==> src/rtl/qpwm_pkg.sv <==
package qpwm_pkg;
  localparam int unsigned FIELD_W = 16;
  localparam int unsigned WORD_W  = 32;
  localparam int unsigned RUN_BIT = 31;
  localparam int unsigned UPD_BIT = 30;
  localparam int unsigned HI_LSB  = 16;

  typedef struct packed {
    logic [FIELD_W-1:0] hi;
    logic [FIELD_W-1:0] div;
    logic [FIELD_W-1:0] pre;
  } qpwm_set_t;
endpackage

==> src/rtl/qpwm_chan_cfg.sv <==
module qpwm_chan_cfg
  import qpwm_pkg::*;
(
  input  logic              clk,
  input  logic              rst_n,
  input  logic              wr_word0,
  input  logic              wr_word1,
  input  logic [WORD_W-1:0] wdata,
  input  logic              wrap_i,
  output logic              run_o,
  output qpwm_set_t         act_o,
  output logic [WORD_W-1:0] rd_word0,
  output logic [WORD_W-1:0] rd_word1
);
  localparam int unsigned PAD_W = WORD_W - 2 - FIELD_W;

  qpwm_set_t stage_q, stage_d, act_q, act_d;
  logic      run_q, run_d, pend_q, pend_d;
  logic      upd_req, drain, load;
  logic      unused_wbits;

  assign unused_wbits = ^wdata[UPD_BIT-1:FIELD_W];

  always_comb begin
    stage_d = stage_q;
    run_d   = run_q;
    pend_d  = pend_q;
    if (wr_word0) begin
      stage_d.div = wdata[FIELD_W-1:0];
      stage_d.hi  = wdata[HI_LSB +: FIELD_W];
    end
    if (wr_word1) begin
      stage_d.pre = wdata[FIELD_W-1:0];
      run_d       = wdata[RUN_BIT];
    end
    upd_req = wr_word1 && wdata[UPD_BIT];
    drain   = pend_q && (!run_q || wrap_i);
    load    = (upd_req && !run_q) || drain;
    if (drain)             pend_d = 1'b0;
    if (upd_req && run_q)  pend_d = 1'b1;
    act_d = load ? stage_d : act_q;
  end

  always_ff @(posedge clk or negedge rst_n) begin
    if (!rst_n) begin
      stage_q <= '0;
      act_q   <= '0;
      run_q   <= 1'b0;
      pend_q  <= 1'b0;
    end else begin
      stage_q <= stage_d;
      act_q   <= act_d;
      run_q   <= run_d;
      pend_q  <= pend_d;
    end
  end

  assign run_o    = run_q;
  assign act_o    = act_q;
  assign rd_word0 = {stage_q.hi, stage_q.div};
  assign rd_word1 = {run_q, pend_q, {PAD_W{1'b0}}, stage_q.pre};

  // Active settings only change at a period boundary while running.
  assert_hold_active_R7: assert property (@(posedge clk) disable iff (!rst_n)
    (run_q && !wrap_i) |=> $stable(act_q));

  // A pending transfer on a stopped channel completes on the next edge.
  assert_pend_drain_R11: assert property (@(posedge clk) disable iff (!rst_n)
    (pend_q && !run_q) |=> !pend_q);

  // An update requested while running stays visible until a boundary.
  assert_pend_wait_R8: assert property (@(posedge clk) disable iff (!rst_n)
    (pend_q && run_q && !wrap_i && !(wr_word1 && !wdata[RUN_BIT])) |=> pend_q);
endmodule

==> src/rtl/qpwm_chan_gen.sv <==
module qpwm_chan_gen
  import qpwm_pkg::*;
(
  input  logic      clk,
  input  logic      rst_n,
  input  logic      run_i,
  input  qpwm_set_t act_i,
  output logic      wrap_o,
  output logic      pwm_o
);
  logic [FIELD_W-1:0] tick_q, tick_d, slot_q, slot_d;
  logic               tick_last, slot_last;

  always_comb begin
    tick_last = (tick_q == act_i.pre);
    slot_last = (slot_q == act_i.div);
    tick_d    = tick_q;
    slot_d    = slot_q;
    if (!run_i) begin
      tick_d = '0;
      slot_d = '0;
    end else if (tick_last) begin
      tick_d = '0;
      slot_d = slot_last ? '0 : slot_q + 1'b1;
    end else begin
      tick_d = tick_q + 1'b1;
    end
  end

  always_ff @(posedge clk or negedge rst_n) begin
    if (!rst_n) begin
      tick_q <= '0;
      slot_q <= '0;
    end else begin
      tick_q <= tick_d;
      slot_q <= slot_d;
    end
  end

  assign wrap_o = run_i && tick_last && slot_last;
  assign pwm_o  = run_i && (slot_q < act_i.hi);

  // Counters never pass the active limits.
  assert_cnt_bound_R3: assert property (@(posedge clk) disable iff (!rst_n)
    (slot_q <= act_i.div) && (tick_q <= act_i.pre));

  // A stopped channel restarts from zero.
  assert_restart_zero_R6: assert property (@(posedge clk) disable iff (!rst_n)
    !run_i |=> (tick_q == '0) && (slot_q == '0));
endmodule

==> src/rtl/quad_pwm.sv <==
module quad_pwm
  import qpwm_pkg::*;
#(
  parameter int unsigned NUM_CH = 4,
  localparam int unsigned NUM_WORDS = 2 * NUM_CH,
  localparam int unsigned ADDR_W = $clog2(NUM_WORDS)
) (
  input  logic              clk,
  input  logic              rst_n,
  input  logic              cfg_we,
  input  logic [ADDR_W-1:0] cfg_addr,
  input  logic [WORD_W-1:0] cfg_wdata,
  output logic [WORD_W-1:0] cfg_rdata,
  output logic [NUM_CH-1:0] pwm_out
);
  logic [WORD_W-1:0] words [NUM_WORDS];
  logic [NUM_CH-1:0] run;

  for (genvar c = 0; c < NUM_CH; c++) begin : g_ch
    qpwm_set_t act;
    logic      wrap;
    logic      hit0, hit1;

    assign hit0 = cfg_we && (cfg_addr == ADDR_W'(2*c));
    assign hit1 = cfg_we && (cfg_addr == ADDR_W'(2*c+1));

    qpwm_chan_cfg u_cfg (
      .clk      (clk),
      .rst_n    (rst_n),
      .wr_word0 (hit0),
      .wr_word1 (hit1),
      .wdata    (cfg_wdata),
      .wrap_i   (wrap),
      .run_o    (run[c]),
      .act_o    (act),
      .rd_word0 (words[2*c]),
      .rd_word1 (words[2*c+1])
    );

    qpwm_chan_gen u_gen (
      .clk    (clk),
      .rst_n  (rst_n),
      .run_i  (run[c]),
      .act_i  (act),
      .wrap_o (wrap),
      .pwm_o  (pwm_out[c])
    );

    assert_idle_low_R6: assert property (@(posedge clk) disable iff (!rst_n)
      !run[c] |-> !pwm_out[c]);

    assert_zero_high_R5: assert property (@(posedge clk) disable iff (!rst_n)
      (act.hi == '0) |-> !pwm_out[c]);
  end

  always_comb begin
    cfg_rdata = '0;
    for (int w = 0; w < NUM_WORDS; w++) begin
      if (cfg_addr == ADDR_W'(w)) cfg_rdata = words[w];
    end
  end
endmodule

==> config.mk <==
export PLATFORM = sky130hd
export DESIGN_NAME = quad_pwm
export DESIGN_NICKNAME = d
export VERILOG_FILES = /design/src/rtl/qpwm_pkg.sv /design/src/rtl/qpwm_chan_cfg.sv /design/src/rtl/qpwm_chan_gen.sv /design/src/rtl/quad_pwm.sv
export SDC_FILE = /design/constraint.sdc
export NUM_CORES = 1
export LEC_CHECK = 0
export BUFFER_PORTS_ARGS = -buffer_cell sky130_fd_sc_hd__buf_4
export CORE_ASPECT_RATIO = 0.5
export CORE_UTILIZATION = 45
export CTS_BUF_LIST = sky130_fd_sc_hd__clkbuf_8
export CTS_CLUSTER_SIZE = 24
export DETAILED_ROUTE_END_ITERATION = 7
export PLACE_DENSITY = 0.68
export REMOVE_ABC_BUFFERS = 1
export SYNTH_ARGS = -nofsm -noshare
export SYNTH_HDL_FRONTEND = slang
export SYNTH_HIERARCHICAL = 1
export SYNTH_SLANG_ARGS = --single-unit
export TNS_END_PERCENT = 100
==> constraint.sdc <==
create_clock -name clk -period 3.4 [get_ports clk]
set_clock_uncertainty 0.15 [all_clocks]
set_input_delay 0.68 -clock clk [delete_from_list [all_inputs] [get_ports clk]]
set_output_delay 0.68 -clock clk [all_outputs]
set_load 0.005 [all_outputs]
# Word level (Yosys, flattened, before mapping)
# Cells that the tools add are included.
# word_totals
regBits	520
wordCells	168
# classes
addsub	8
n_lt_le_gt_ge	4
n_eq_ne	19
muxes	44
reduce_logical	53
# op_table
operator	n
2-to-1 mux 16 bit	24
2-to-1 mux 32 bit	12
adder 16 x 1 -> 16 bit, second input constant	8
== test 16 bit	8
less-than comparator 16 bit	4
logical AND 1 bit	36
== test 3 bit, second input constant	4
logical OR 1 bit	8
2-to-1 mux 1 bit	8
!= test 2 x 1 -> 1 bit, second input constant	4
nonzero test 2 bit	4
== test 3 x 2 -> 1 bit, second input constant	2
logical NOT 1 bit	4
== test 3 x 1 -> 1 bit, second input constant	1
logical NOT 3 bit	1

# Depth between registers and ports, before layout
# logic_depth
depth_word	9
depth_mapped	11

# By module
# Netlist, hierarchy kept.
# modules_own_cells
mod	n_inst	cells_each	area_each_um2	seq_area_each_um2
qpwm_chan_cfg	4	230	3905.0	2452.4
qpwm_chan_gen at g_ch[0].u_gen ...	3	282	2492.4	800.8
quad_pwm	1	345	2630.0	0.0
qpwm_chan_gen at g_ch[3].u_gen	1	275	2565.0	800.8

# Worst setup path before layout
# No wires, ideal clock.
# synth_timing
path_kind	in2reg
from	input port cfg_addr[0]
to	register g_ch[0].u_cfg.act_q (netlist bit g_ch[0].u_cfg/act_o[10])
arrival_time_ns	2.496
path_slack_ns	0.629
cell_stages	9
n_path_buf	6
path_cell_list	buf_2 -> buf_6 -> buf_4 -> buf_2 -> nor3b_1 -> buf_6 -> buf_6 -> mux2_2 -> mux2_2
# synth_lines
item	line	text
from (decl)	quad_pwm.sv:11	input logic [ADDR_W-1:0] cfg_addr,
to (signal assigned)	qpwm_chan_cfg.sv:52	act_q <= act_d;
to (decl)	qpwm_chan_cfg.sv:17	qpwm_set_t stage_q, stage_d, act_q, act_d;

# Final worst setup path
# layout_timing
from	register g_ch[2].u_gen.slot_q[4]
to	output port pwm_out[2]
# layout_via
elab_chain_cells	2
# layout_lines
item	line	text
from (decl)	qpwm_chan_gen.sv:11	logic [FIELD_W-1:0] tick_q, tick_d, slot_q, slot_d;
from (signal assigned)	qpwm_chan_gen.sv:36	slot_q <= slot_d;
less-than comparator 16 bit	qpwm_chan_gen.sv:41	assign pwm_o = run_i && (slot_q < act_i.hi);
logical AND 1 bit	qpwm_chan_gen.sv:41	
to (decl)	quad_pwm.sv:14	output logic [NUM_CH-1:0] pwm_out
# No other way between the ends.

==> results.sh <==
export IMPL_status="complete, no violations"
export IMPL_crit_required_ns=2.57
export IMPL_pin_count=74
export IMPL_seq_area_um2=13030
export IMPL_multi_input_area_um2=13770
export IMPL_critical_path_class="reg2out"
export IMPL_syn_to_final_growth_pct=9.526
export IMPL_drive_above_1_share_pct=31.97
export IMPL_critical_path_buf_inv_count=1
export IMPL_drtIter0Drc=1698
export IMPL_ys_seq_area_share_pct=45.99
export IMPL_wl_per_cell_um=23.12
export IMPL_grt_pass1_vias=19140
export IMPL_pwr_share_clk_pct=27.3
export IMPL_place_inst=3185
export IMPL_drt_antenna_violating_nets=0
export IMPL_routabilityCongestion=0.9066
export IMPL_drc=0
export IMPL_synth_simple_area_share_pct=9.238
export IMPL_die_w_um=356.6
export IMPL_setup_viol=0
export IMPL_core_um2=61660
export IMPL_ir_drop_mv=0.2645
export IMPL_port_buffers=73
export IMPL_slew_violations=0
export IMPL_maxCapViolCount=0
export IMPL_ctsLongestPathBuffers=3
export IMPL_fin_crit_ns=3.329
export IMPL_clk_latency_ns=0.69
export IMPL_postLayoutCoreUtil_pct=50.26
export IMPL_worst_pin_slew_ns=1.208
export IMPL_synthMuxAreaShare_pct=19.55
export IMPL_crit_path_start_kind="flop"
export IMPL_cp_max_fo=7
export IMPL_ys_seq_elements=520
export IMPL_vias=19110
export IMPL_yosys_top_cells_area="dfrtp_1 (46%), mux2_2 (12%), mux2_4 (5.3%), xor2_1 (4.2%), ha_1 (3.0%)"
export IMPL_p_int_mw=13.36
export IMPL_p_leak_nw=14.36
export IMPL_fmax_mhz=300.4
export IMPL_cts_root_buf="clkbuf_8"
export IMPL_wl_um=76950
export IMPL_synth_cell_types=64
export IMPL_dieArea_um2=63940
export IMPL_async_flop_share_pct=100.0
export IMPL_cp_slowest_stage_delay_ns=0.53
export IMPL_cts_sinks=520
export IMPL_first_pass_iters=8
export IMPL_cts_tree="built"
export IMPL_final_cells=3328
export IMPL_grt_ovfl_total=0
export IMPL_setup_worst_path_end_class="output port"
export IMPL_cp_top_family="compound AO/OA/AOI/OAI gates"
export IMPL_power_density_nw_per_um2=639.3
export IMPL_nFillCells=5373
export IMPL_crit_top_cell="a21oi_1"
export IMPL_hold_ws_ns=0.1478
export IMPL_cts_clk_slew_worst_paths_ns=0.07
export IMPL_yosysTopAreaCell="dfrtp_1"
export IMPL_min_period_over_period_pct=97.90
export IMPL_final_nets=2552
export IMPL_power_total_mw=19.81
export IMPL_swShare_pct=32.55
export IMPL_synth_edf_count=0
export IMPL_slew_headroom_pct=19.50
export IMPL_crit_slowest_cell="dfrtp_1"
export IMPL_grt_max_degree=84
export IMPL_start_util_pct=45.88
export IMPL_synth_top_area_share_pct=45.99
export IMPL_cts_made_buffers=79
export IMPL_final_area_um2=30990
export IMPL_cp_cell_sequence="ha_1 -> a21oi_1 -> nor2_1 -> a211oi_1 -> o311ai_0 -> a21oi_1 -> buf_4"
export IMPL_track_usage_pct=24.17
export IMPL_hold_viol=0
export IMPL_ys_warn_count=6
export IMPL_p_comb_share_pct=26.0
export IMPL_h_tree_depth=3
export IMPL_crit_arrival_ns=2.50
export IMPL_synth_fa_ha_area_share_pct=3.007
export IMPL_syn_mean_instance_area_um2=11.86
export IMPL_synth_top_family_by_area="multiplexers"
export IMPL_synth_xor_area_share_pct=5.749
export IMPL_hp_class="in2reg"
export IMPL_post_dp_hpwl_um=53820
export IMPL_syn_area_um2=28290
export IMPL_synth_compound_area_share_pct=9.911
export IMPL_p_seq_share_pct=46.7
export IMPL_synthFlopType="dfrtp_1"
export IMPL_place_area_um2=29260
export IMPL_antenna_found_initial=0
export IMPL_die_h_um=179.3
export IMPL_syn_inst=2386
export IMPL_p_sw_mw=6.447
export IMPL_fp_row_count=64
export IMPL_via_per_inst=5.742
export IMPL_grt_pass1_wl_um=118100
worst reg2reg max path: cells and delay by family, from the launching register on:
kind / cells / cell delay [ns]
AO/OA/AOI/OAI: 1 / 0.41
XOR/XNOR: 1 / 0.19
flip-flops: 1 / 0.43
buffers and inverters: 1 / 0.35
AND/OR/NAND/NOR: 3 / 1.47
per-stage QoR:
stage	setup TNS (ns)	setup WS [ns]
6_report	0	0.07135
5_1_grt	-0.008089	-0.008089
4_1_cts	0	0.0005864
3_5_place_dp	0	0.01169
3_3_place_gp	0	0.06155
2_1_floorplan	-115.85	-0.8580
registers in the layout, indices dropped and copies added (netlist names):
name and flops:
g_ch.u_gen/slot_q 64, g_ch.u_gen/tick_q 64, g_ch.u_cfg/rd_word1 64, g_ch.u_cfg/run_o 4
g_ch.u_cfg/act_o 192, g_ch.u_cfg/pend_q 4, g_ch.u_cfg/rd_word0 128
metal layers:
layer / wire [µm] / up-vias / part of all wire, % / GRT usage, %
li1: - / 8582 / - / -
met1: 35920 / 9717 / 47 / 35.17
met2: 34000 / 670 / 44 / 36.69
met3: 4933 / 139 / 6.4 / 4.316
met4: 2096 / 0 / 2.7 / 7.225
met5: 0 / - / 0 / 0
what timing repair did:
item,in CTS,in global routing
cloned,0,2
hold buffers,1,0
hold endpoints to repair,63,0
buffers inserted,0,2
pin swaps,2,4
resized for setup,15,9
endpoints found under the setup margin,4,16
worst paths after layout:
check                                   startpoint                        to  slack, ns  cells past startpoint
hold / removal                       cfg_wdata[31]       g_ch[0].u_cfg/run_o       0.15                      3
setup reg to reg           g_ch[2].u_gen/tick_q[7]  g_ch[2].u_gen/slot_q[13]       0.31                      6
setup / recovery           g_ch[2].u_gen/slot_q[4]                pwm_out[2]       0.07                      7
min in group asynchronous                    rst_n   g_ch[3].u_gen/tick_q[9]       0.42                      2
hold reg to reg            g_ch[2].u_cfg/act_o[47]   g_ch[2].u_cfg/act_o[47]       0.36                      1
max in group asynchronous                    rst_n   g_ch[1].u_gen/slot_q[6]       1.72                      3
cells in the mapped netlist (all sizes together), types with 34 or more instances:
cell type	n
or2	34
ha	68
inv	86
xnor2	48
o31ai	38
a21oi	91
xor2	136
mux2i	55
and3	38
buf	179
nand2	143
nand4	39
nand3	67
nor2	89
mux2	389
dfrtp	520
a32oi	42
clkbuf	36
layout by cell type (no fill, tap or decap), drive strengths merged, types with 4 or more instances in the layout:
master  instances
dfrtp         520
mux2          389
nand2         143
buf           139
xor2          136
inv           111
clkbuf        102
a21oi          91
nor2           89
ha             68
nand3          67
conb           56
mux2i          55
xnor2          48
a32oi          42
nand4          39
and3           38
o31ai          38
or2            34
nor4           33
a22oi          33
o31a           27
a221oi         27
nor3           21
o21ai          20
a31oi          17
nand2b         14
mux4           10
a211oi         10
o41ai          10
nor2b          10
a21o            8
clkinv          8
nor3b           8
o22ai           8
and4            5
a41oi           5
and3b           4
area by class of cell:
| type | count | area share (%) |
|---|---|---|
| Multi-Input combinational cell | 1619 | 44.42 |
| Sequential cell | 520 | 42.05 |
| Clock buffer | 102 | 4.530 |
| Timing Repair Buffer | 140 | 3.909 |
| Tap cell | 825 | 3.331 |
| Inverter | 86 | 1.042 |
| Clock inverter | 35 | 0.7026 |
| Antenna cell | 1 | 0.008076 |
power by group through the flow:
stage                     registers (mW)  clock network, mW  logic [mW]
final                               9.26               5.40        5.15
after floorplan                     8.75                  0        3.63
after global placement              9.29                  0        4.93
after detailed placement            9.30                  0        5.07
after CTS                           9.23               5.48        5.12
after global routing                9.42               5.80        5.58
kinds of logic after synthesis:
kind of cell,Yosys count
AO/OA/AOI/OAI,344
adder cells (fa/ha/maj),68
other,4
AND/OR/NAND/NOR,511
flip-flops,520
multiplexers,454
XOR/XNOR,184
buffers and inverters,301
No activity file was read; power rests on OpenSTA's default activity.
